$ cat config.mk
export PLATFORM = sky130hd
export DESIGN_NAME = linkRestoreSeq
export DESIGN_NICKNAME = d
export VERILOG_FILES = /design/src/rtl/linkRestorePkg.sv /design/src/rtl/linkRestoreCtrl.sv /design/src/rtl/linkRestoreDp.sv /design/src/rtl/linkRestoreSeq.sv
export SDC_FILE = /design/constraint.sdc
export NUM_CORES = 1
export LEC_CHECK = 0
export ABC_AREA = 0
export BUFFER_PORTS_ARGS = -buffer_cell sky130_fd_sc_hd__buf_2
export CAP_MARGIN = 5
export CORE_ASPECT_RATIO = 1.1
export CORE_MARGIN = 2
export CORE_UTILIZATION = 45
export DETAILED_ROUTE_END_ITERATION = 8
export MAX_ROUTING_LAYER = met4
export PLACE_DENSITY_LB_ADDON = 0.12
export SLEW_MARGIN = 25
export SYNTH_ARGS = -nofsm -noshare
export SYNTH_HDL_FRONTEND = slang
export SYNTH_SLANG_ARGS = --single-unit
$ cat constraint.sdc
create_clock -name clk -period 3.1 [get_ports clk]
set_input_delay 0.62 -clock clk [delete_from_list [all_inputs] [get_ports clk]]
set_output_delay 0.62 -clock clk [all_outputs]
set_load 0.02 [all_outputs]
$ cat src/rtl/linkRestorePkg.sv
package linkRestorePkg;

  typedef enum logic [1:0] {
    CTL_IDLE   = 2'b00,
    CTL_STATUS = 2'b01,
    CTL_RX     = 2'b10,
    CTL_GRANT  = 2'b11
  } ctlCodeT;

  typedef enum logic [2:0] {
    ST_OFF,
    ST_WAKE,
    ST_LOW,
    ST_RX,
    ST_READY
  } seqStateT;

  typedef struct packed {
    logic    clkRun;
    logic    busDrive;
    ctlCodeT ctlCode;
    logic    dataOnes;
    logic    linkUp;
  } seqStrobeT;

endpackage

$ cat src/rtl/linkRestoreCtrl.sv
module linkRestoreCtrl
  import linkRestorePkg::*;
#(
  parameter int RESTORE_CYC   = 16,
  parameter int WAKE_FAST_CYC = 3,
  parameter int WAKE_SLOW_CYC = 40,
  parameter int LOW_CYC       = 7,
  parameter int RX_CYC        = 2
) (
  input  logic      clk,
  input  logic      rstN,
  input  logic      pwrLvl,
  input  logic      lowPower,
  output seqStrobeT strobe
);

  localparam int RW = $clog2(RESTORE_CYC + 1);
  localparam int PH_MAX1 = (WAKE_SLOW_CYC > WAKE_FAST_CYC) ? WAKE_SLOW_CYC : WAKE_FAST_CYC;
  localparam int PH_MAX2 = (LOW_CYC > RX_CYC) ? LOW_CYC : RX_CYC;
  localparam int PH_MAX  = (PH_MAX1 > PH_MAX2) ? PH_MAX1 : PH_MAX2;
  localparam int PW = $clog2(PH_MAX + 1);
  localparam logic [RW-1:0] RESTORE_TOP = RW'(RESTORE_CYC);
  localparam logic [PW-1:0] WAKE_FAST_LD = PW'(WAKE_FAST_CYC - 1);
  localparam logic [PW-1:0] WAKE_SLOW_LD = PW'(WAKE_SLOW_CYC - 1);
  localparam logic [PW-1:0] LOW_LD = PW'(LOW_CYC - 1);
  localparam logic [PW-1:0] RX_LD  = PW'(RX_CYC - 1);

  seqStateT        state;
  logic [RW-1:0]   restoreCnt;
  logic [PW-1:0]   phaseCnt;
  logic            restoreDone;
  logic            phaseLast;

  assign restoreDone = (restoreCnt == RESTORE_TOP);
  assign phaseLast   = (phaseCnt == '0);

  always_ff @(posedge clk) begin
    if (!rstN) begin
      state      <= ST_OFF;
      restoreCnt <= '0;
      phaseCnt   <= '0;
    end else if (state != ST_OFF && !pwrLvl) begin
      state      <= ST_OFF;
      restoreCnt <= '0;
      phaseCnt   <= '0;
    end else begin
      case (state)
        ST_OFF: begin
          if (!pwrLvl) begin
            if (!restoreDone) restoreCnt <= restoreCnt + 1'b1;
          end else begin
            restoreCnt <= '0;
            if (restoreDone) begin
              state    <= ST_WAKE;
              phaseCnt <= lowPower ? WAKE_SLOW_LD : WAKE_FAST_LD;
            end
          end
        end
        ST_WAKE: begin
          if (phaseLast) begin
            state    <= ST_LOW;
            phaseCnt <= LOW_LD;
          end else begin
            phaseCnt <= phaseCnt - 1'b1;
          end
        end
        ST_LOW: begin
          if (phaseLast) begin
            state    <= ST_RX;
            phaseCnt <= RX_LD;
          end else begin
            phaseCnt <= phaseCnt - 1'b1;
          end
        end
        ST_RX: begin
          if (phaseLast) state <= ST_READY;
          else phaseCnt <= phaseCnt - 1'b1;
        end
        ST_READY: state <= ST_READY;
        default: state <= ST_OFF;
      endcase
    end
  end

  always_comb begin
    strobe = '{clkRun: 1'b0, busDrive: 1'b0, ctlCode: CTL_IDLE,
               dataOnes: 1'b0, linkUp: 1'b0};
    case (state)
      ST_LOW: begin
        strobe.clkRun   = 1'b1;
        strobe.busDrive = 1'b1;
      end
      ST_RX: begin
        strobe.clkRun   = 1'b1;
        strobe.busDrive = 1'b1;
        strobe.ctlCode  = CTL_RX;
        strobe.dataOnes = 1'b1;
      end
      ST_READY: begin
        strobe.clkRun   = 1'b1;
        strobe.busDrive = 1'b1;
        strobe.linkUp   = 1'b1;
      end
      default: ;
    endcase
  end


  pwr_loss_abort_chk: assert property (@(posedge clk) disable iff (!rstN)
    (state != ST_OFF && !pwrLvl) |=> (state == ST_OFF && restoreCnt == '0));


  early_start_block_chk: assert property (@(posedge clk) disable iff (!rstN)
    (state == ST_OFF && pwrLvl && !restoreDone) |=> (state == ST_OFF));


  low_to_rx_chk: assert property (@(posedge clk) disable iff (!rstN)
    (state == ST_LOW && phaseLast && pwrLvl) |=> (state == ST_RX));


  ready_entry_chk: assert property (@(posedge clk) disable iff (!rstN)
    $rose(state == ST_READY) |-> ($past(state) == ST_RX));

endmodule

$ cat src/rtl/linkRestoreDp.sv
module linkRestoreDp
  import linkRestorePkg::*;
#(
  parameter int DATA_W = 8
) (
  input  logic              clk,
  input  logic              rstN,
  input  seqStrobeT         strobe,
  input  logic              linkReq,
  output logic              clkEn,
  output logic [1:0]        ctlOut,
  output logic [DATA_W-1:0] dataOut,
  output logic              dataOe,
  output logic              ready,
  output logic              reqAccept
);

  always_ff @(posedge clk) begin
    if (!rstN) begin
      clkEn     <= 1'b0;
      ctlOut    <= CTL_IDLE;
      dataOut   <= '0;
      dataOe    <= 1'b0;
      ready     <= 1'b0;
      reqAccept <= 1'b0;
    end else begin
      clkEn     <= strobe.clkRun;
      ctlOut    <= strobe.ctlCode;
      dataOut   <= strobe.dataOnes ? '1 : '0;
      dataOe    <= strobe.busDrive;
      ready     <= strobe.linkUp;
      reqAccept <= strobe.linkUp & linkReq;
    end
  end


  rx_marker_chk: assert property (@(posedge clk) disable iff (!rstN)
    (dataOe && dataOut != '0) |-> (ctlOut == CTL_RX && dataOut == '1));


  drive_needs_clock_chk: assert property (@(posedge clk) disable iff (!rstN)
    dataOe |-> clkEn);

endmodule

$ cat src/rtl/linkRestoreSeq.sv
module linkRestoreSeq
  import linkRestorePkg::*;
#(
  parameter int RESTORE_CYC   = 16,
  parameter int WAKE_FAST_CYC = 3,
  parameter int WAKE_SLOW_CYC = 40,
  parameter int LOW_CYC       = 7,
  parameter int RX_CYC        = 2
) (
  input  logic       clk,
  input  logic       rstN,
  input  logic       pwrLvl,
  input  logic       lowPower,
  input  logic       linkReq,
  output logic       clkEn,
  output logic [1:0] ctlOut,
  output logic [7:0] dataOut,
  output logic       dataOe,
  output logic       ready,
  output logic       reqAccept
);

  seqStrobeT strobe;

  linkRestoreCtrl #(
    .RESTORE_CYC  (RESTORE_CYC),
    .WAKE_FAST_CYC(WAKE_FAST_CYC),
    .WAKE_SLOW_CYC(WAKE_SLOW_CYC),
    .LOW_CYC      (LOW_CYC),
    .RX_CYC       (RX_CYC)
  ) ctrl_i (
    .clk     (clk),
    .rstN    (rstN),
    .pwrLvl  (pwrLvl),
    .lowPower(lowPower),
    .strobe  (strobe)
  );

  linkRestoreDp #(.DATA_W(8)) dp_i (
    .clk      (clk),
    .rstN     (rstN),
    .strobe   (strobe),
    .linkReq  (linkReq),
    .clkEn    (clkEn),
    .ctlOut   (ctlOut),
    .dataOut  (dataOut),
    .dataOe   (dataOe),
    .ready    (ready),
    .reqAccept(reqAccept)
  );

endmodule

; After elaboration in Yosys (flattened, before gate mapping)
; Index checks and enable logic that the tools add are counted.
[op_classes]
reduce_logical = 11
n_addsub = 2
muxes = 19
n_bitwise = 2
eq_ne = 12
[ops]
columns = operator, n
row1 = $mux 6, 6
row2 = $pmux 6 s4, 1
row3 = $mux 3, 6
row4 = $pmux 3 s5, 1
row5 = $mux 5, 2
row6 = $mux 8, 1
row7 = $ne 2x1->1 const B, 4
row8 = $eq 3x2->1 const B, 2
row9 = $logic_not 6->1, 1
row10 = $ne 2x2->1 const B, 3
row11 = $sub 6x1->6 const B, 1
row12 = $add 5x1->5 const B, 1
row13 = $eq 5x5->1 const B, 1
row14 = $reduce_and 5->1, 1
row15 = $reduce_and 4->1, 1
row16 = $reduce_bool 4->1, 1
row17 = $eq 3x1->1 const B, 1
row18 = $eq 3x3->1 const B, 1
row19 = $logic_not 3->1, 1
row20 = $reduce_bool 3->1, 1
row21 = $reduce_or 3->1, 1
row22 = $mux 2, 1
row23 = $reduce_and 2->1, 1
row24 = $reduce_or 2->1, 1
row25 = other kinds (5), 5
[totals]
inputBits = 5
word_cells = 55
reg_bits = 28

; Depth between registers and ports, before layout
[logic_depth]
depth_word = 4
mapped_depth = 6

; By module
; A second synthesis with hierarchy kept.
[hier_totals]
cells_unflattened = 136
area_unflattened_um2 = 1193.6
[by_module_without_submodules]
columns = mod, n_inst, area_per_inst_um2, cells_each, seq_area_each_um2
row1 = linkRestoreCtrl, 1, 949.7, 115, 280.3
row2 = linkRestoreDp, 1, 244.0, 21, 140.1

; Least setup slack after synthesis
; Ideal clock, no wire load.
[synth_path]
path_kind = reg-to-reg
from = register ctrl_i.phaseCnt[0]
to = register ctrl_i.phaseCnt[3]
slack_ps = 1400
path_stages_with_launch = 7
arrival_ps = 1582
period_less_slack_ps = 1700
setup_ps = 117
n_path_buf = 0
cell_sequence = dfxtp_1 -> inv_1 -> ha_1 -> or3b_4 -> nor3_2 -> o311ai_0 -> a32o_1
[synth_between]
elab_chain_len = 3
word_cells_on_any_way = 8
cone_classes = add/sub: 1 / eq/ne: 1 / mux: 4 / reduce/logical: 2
[synth_rtl]
columns = element, line
row1 = from (decl), linkRestoreCtrl.sv:30  ; logic [PW-1:0] phaseCnt;
row2 = from (signal assigned), linkRestoreCtrl.sv:55  ; phaseCnt <= lowPower ? WAKE_SLOW_LD : WAKE_FAST_LD;
row3 = from (signal assigned), linkRestoreCtrl.sv:64  ; phaseCnt <= phaseCnt - 1'b1;
row4 = from (signal assigned), linkRestoreCtrl.sv:72  ; phaseCnt <= phaseCnt - 1'b1;
row5 = $sub 6x1->6 / $logic_not 6->1 (equally long branches), -
row6 = "$mux 6, or another cell as far along", linkRestoreCtrl.sv:76  ; if (phaseLast) state <= ST_READY;
row7 = $pmux 6 s4 / $reduce_and 4->1 (equally long branches), -
; Parallel ways exist; a longest one is shown, timed or not. The select of a mux whose other input is x is not followed.
; A chain may end at the register's enable or synchronous reset.

; Worst setup path in the final report
[layout_path]
from = register ctrl_i.restoreCnt[0]
to = register ctrl_i.phaseCnt[3]
[layout_between]
elab_chain_len = 3
[layout_rtl]
columns = element, line
row1 = from (decl), linkRestoreCtrl.sv:29  ; logic [RW-1:0] restoreCnt;
row2 = from (signal assigned), linkRestoreCtrl.sv:50  ; if (!restoreDone) restoreCnt <= restoreCnt + 1'b1;
row3 = $eq 5x5->1, linkRestoreCtrl.sv:34  ; assign restoreDone = (restoreCnt == RESTORE_TOP);
row4 = $ne 2x1->1 (no line), -
row5 = $reduce_and 4->1 (no line), -
; Every way passes these cells.

==> key figures <==
Global route
  – GRT overflow: 0
  – Initial antenna violation count: 0
  – GRT Total Usage: 0.178
  – Largest net degree at the start of global routing: 15
  – Vias in the first global route: approximately 840
  – First-pass GRT wire length: slightly below 4000 um

STA
  – Slew @ Worst Pin: between 0.6 and 0.7 ns
  – Final Skew: 0.00365 ns
  – Setup_tns: 0 ns
  – Max transition margin: 0.548
  – Minimum clock period: 2.01 ns
  – Final setup violation count: 0
  – Max Slew Vio Count: 0
  – RSZ-0062 raised after global routing: false
  – Fin. Hold Viols: 0
  – Tcrit/Tclk final: 0.649
  – F_max: between 400 and 500 MHz

Logic synthesis
  – Sequential-to-total area share from yosys stat: 0.325
  – Synthesized area: 1110 um2
  – Top post-synthesis cells by area: dfxtp_1, buf_4, nand2_1
  – Ys async rst share: 0
  – Post-Syn Nets: 138
  – Cells after Synth: 130
  – Yosys top cell area share: 0.325
  – Seq cells post-synth: 18
  – Netlist cell types: 48
  – Ys flop type: dfxtp_1
  – EDFF count, synth: 0
  – Synth Warn #: 0
  – Synthesized area per cell: 8.52 um2
  – Biggest area consumer among synthesized cells: dfxtp_1

Drt
  – DRC Markers: 0
  – Final WL: 2340 um
  – First-pass detailed-route iteration total: 4
  – DR iter-0 viols: 25
  – Post-DR wirelength/cell: 14.1 um
  – Final ANT Viol Nets: 0
  – Vias per inst: 5.70
  – DR vias: ~950

Placement
  – Dpl cells: 163
  – GPL Wtd Cong: around 0.94
  – DP HPWL: approximately 1700 um
  – Port Buffers: 17
  – Placed cell area: between 1000 and 1500 um2

CTS
  – Num Clock Sinks: 18
  – Reg clk slew, reported paths: approximately 0.10 ns
  – CTS Buf Count: 3
  – CTS tree: done
  – Post-CTS Setup Bufs: 0
  – # hold bufs at CTS: 0
  – Clock Path Buffers: 2
  – H-tree levels: 1
  – Worst skew pair latency: 0.29 ns
  – Post-cts sizing count: 0
  – Root Driver: clkbuf_4

Worst setup path
  – Required @ worst endpoint: between 3 and 4 ns
  – CP Class: reg -> reg
  – Critical path data arrival time: ~2.2 ns
  – CP endpoint kind: flip-flop
  – CP Max Fanout: 5
  – Worst Setup Start Kind: flip-flop

Floorplan
  – I/O Pins: 19
  – Row count: 18
  – Initial Utilization: 0.482
  – Chip Height: roughly 56 um
  – Total Die Area: between 2000 and 3000 um2
  – Die width: roughly 51 um
  – Core box area: 2300 um2

Final layout
  – Layout area overhead: 4.75%
  – Commonest non-fill, non-tap cell in the layout: dfxtp_1
  – Final std cells w/o fill: approximately 170
  – Diode count: 0
  – Final net count: 146
  – Fin area: about 1200 um2
  – Layout cells sized above 1: 0.199
  – Most frequent cells in the layout: dfxtp_1, buf_2, nand2_1

Flow run
  – MaxCap Viol Count: 0

Status
  – Outcome: finished, final reports clean

Power
  – VDD IR max: roughly 0.00024 V
  – Lkg Pwr: between 0.4 and 0.5 nW
  – PD cells: 408 nW/um2

Min path
  – Hold Path Class: reg -> reg
## synth_stat cells (2+ instances only)
cell and number:
a211oi_1 3, a21boi_0 3, a21oi_1 2, a22oi_1 2
a311oi_1 2, a31oi_1 2, and3_1 2, buf_2 2
buf_4 10, clkbuf_1 2, dfxtp_1 18, ha_1 3
inv_1 8, nand2_1 11, nand3_1 3, nand3b_1 2
nand4_1 2, nor2_1 8, nor2b_1 4, nor3_1 5
o211ai_1 2, o21ai_0 5, o31a_1 2, xor2_1 3
## final timing paths
check	startpoint	endpoint	slack, ns	cells past startpoint
setup reg to reg	ctrl_i.restoreCnt[0]$_SDFFE_PP0P_	ctrl_i.phaseCnt[3]$_SDFFE_PP0P_	1.09	6
hold / removal	ctrl_i.restoreCnt[2]$_SDFFE_PP0P_	ctrl_i.restoreCnt[2]$_SDFFE_PP0P_	0.52	2
setup / recovery	ctrl_i.restoreCnt[0]$_SDFFE_PP0P_	ctrl_i.phaseCnt[3]$_SDFFE_PP0P_	1.09	6
hold reg to reg	ctrl_i.restoreCnt[2]$_SDFFE_PP0P_	ctrl_i.restoreCnt[2]$_SDFFE_PP0P_	0.52	2
## power breakdown
part	internal, mW	switching, mW	leakage (nW)
logic	0.0401	0.0646	0.283
clock network	0.0452	0.0695	0.0138
registers	0.240	0.0140	0.146
## final cells by class
class                           count  area, um2
Multi-Input combinational cell     90        624
Clock buffer                        3       22.5
Inverter                            8       30.0
Sequential cell                    18        360
Tap cell                           30       37.5
Fill cell                         244       1140
Timing Repair Buffer               17       85.1
## flip-flops by register name (all words and copies together) (netlist names)
register           flops
dp_i.ready             1
dp_i.dataOut           1
dp_i.dataOe            1
ctrl_i.state           3
ctrl_i.phaseCnt        6
dp_i.reqAccept         1
ctrl_i.restoreCnt      5
## critical path, cell delays in order (launching register included)
cell and delay, ns:
dfxtp_1 0.36, inv_1 0.07, ha_1 0.16, nand4bb_1 0.22
o21ai_0 0.56, o311ai_0 0.25, a32o_1 0.30
## per-layer routing
layer | wire length [um] | vias up | GRT usage
met4 | 44 | 0 | 0.0639
met3 | 77 | 6 | 0.0511
met2 | 1130 | 20 | 0.278
met5 | 0 | - | -
met1 | 1100 | 443 | 0.216
li1 | - | 477 | -
## stage by stage
| step | worst slack (ns) | hold WS [ns] | util | total power, mW |
|---|---|---|---|---|
| detailed placement | 1.17 | 0.516 | 0.495 | 0.361 |
| CTS | 1.16 | 0.519 | 0.505 | 0.479 |
| finish | 1.09 | 0.525 | 0.505 | 0.473 |
| global route | 0.929 | 0.522 | 0.505 | 0.505 |
| floorplan | 1.40 | 0.483 | - | 0.338 |
| global placement | 1.15 | 0.517 | 0.495 | 0.361 |
## logic make-up (layout without fill, tap and decap cells)
kind of cell,after synthesis,in the layout,synth area share
simple gates,47,47,0.236
compound gates,35,35,0.258
buf+inv,22,28,0.111
flops,18,18,0.325
fa+ha+maj,3,3,0.0339
xor+xnor,3,3,0.0237
other cells,1,1,0.00339
mux,1,1,0.00904
Power figures use the tool's default switching activity.
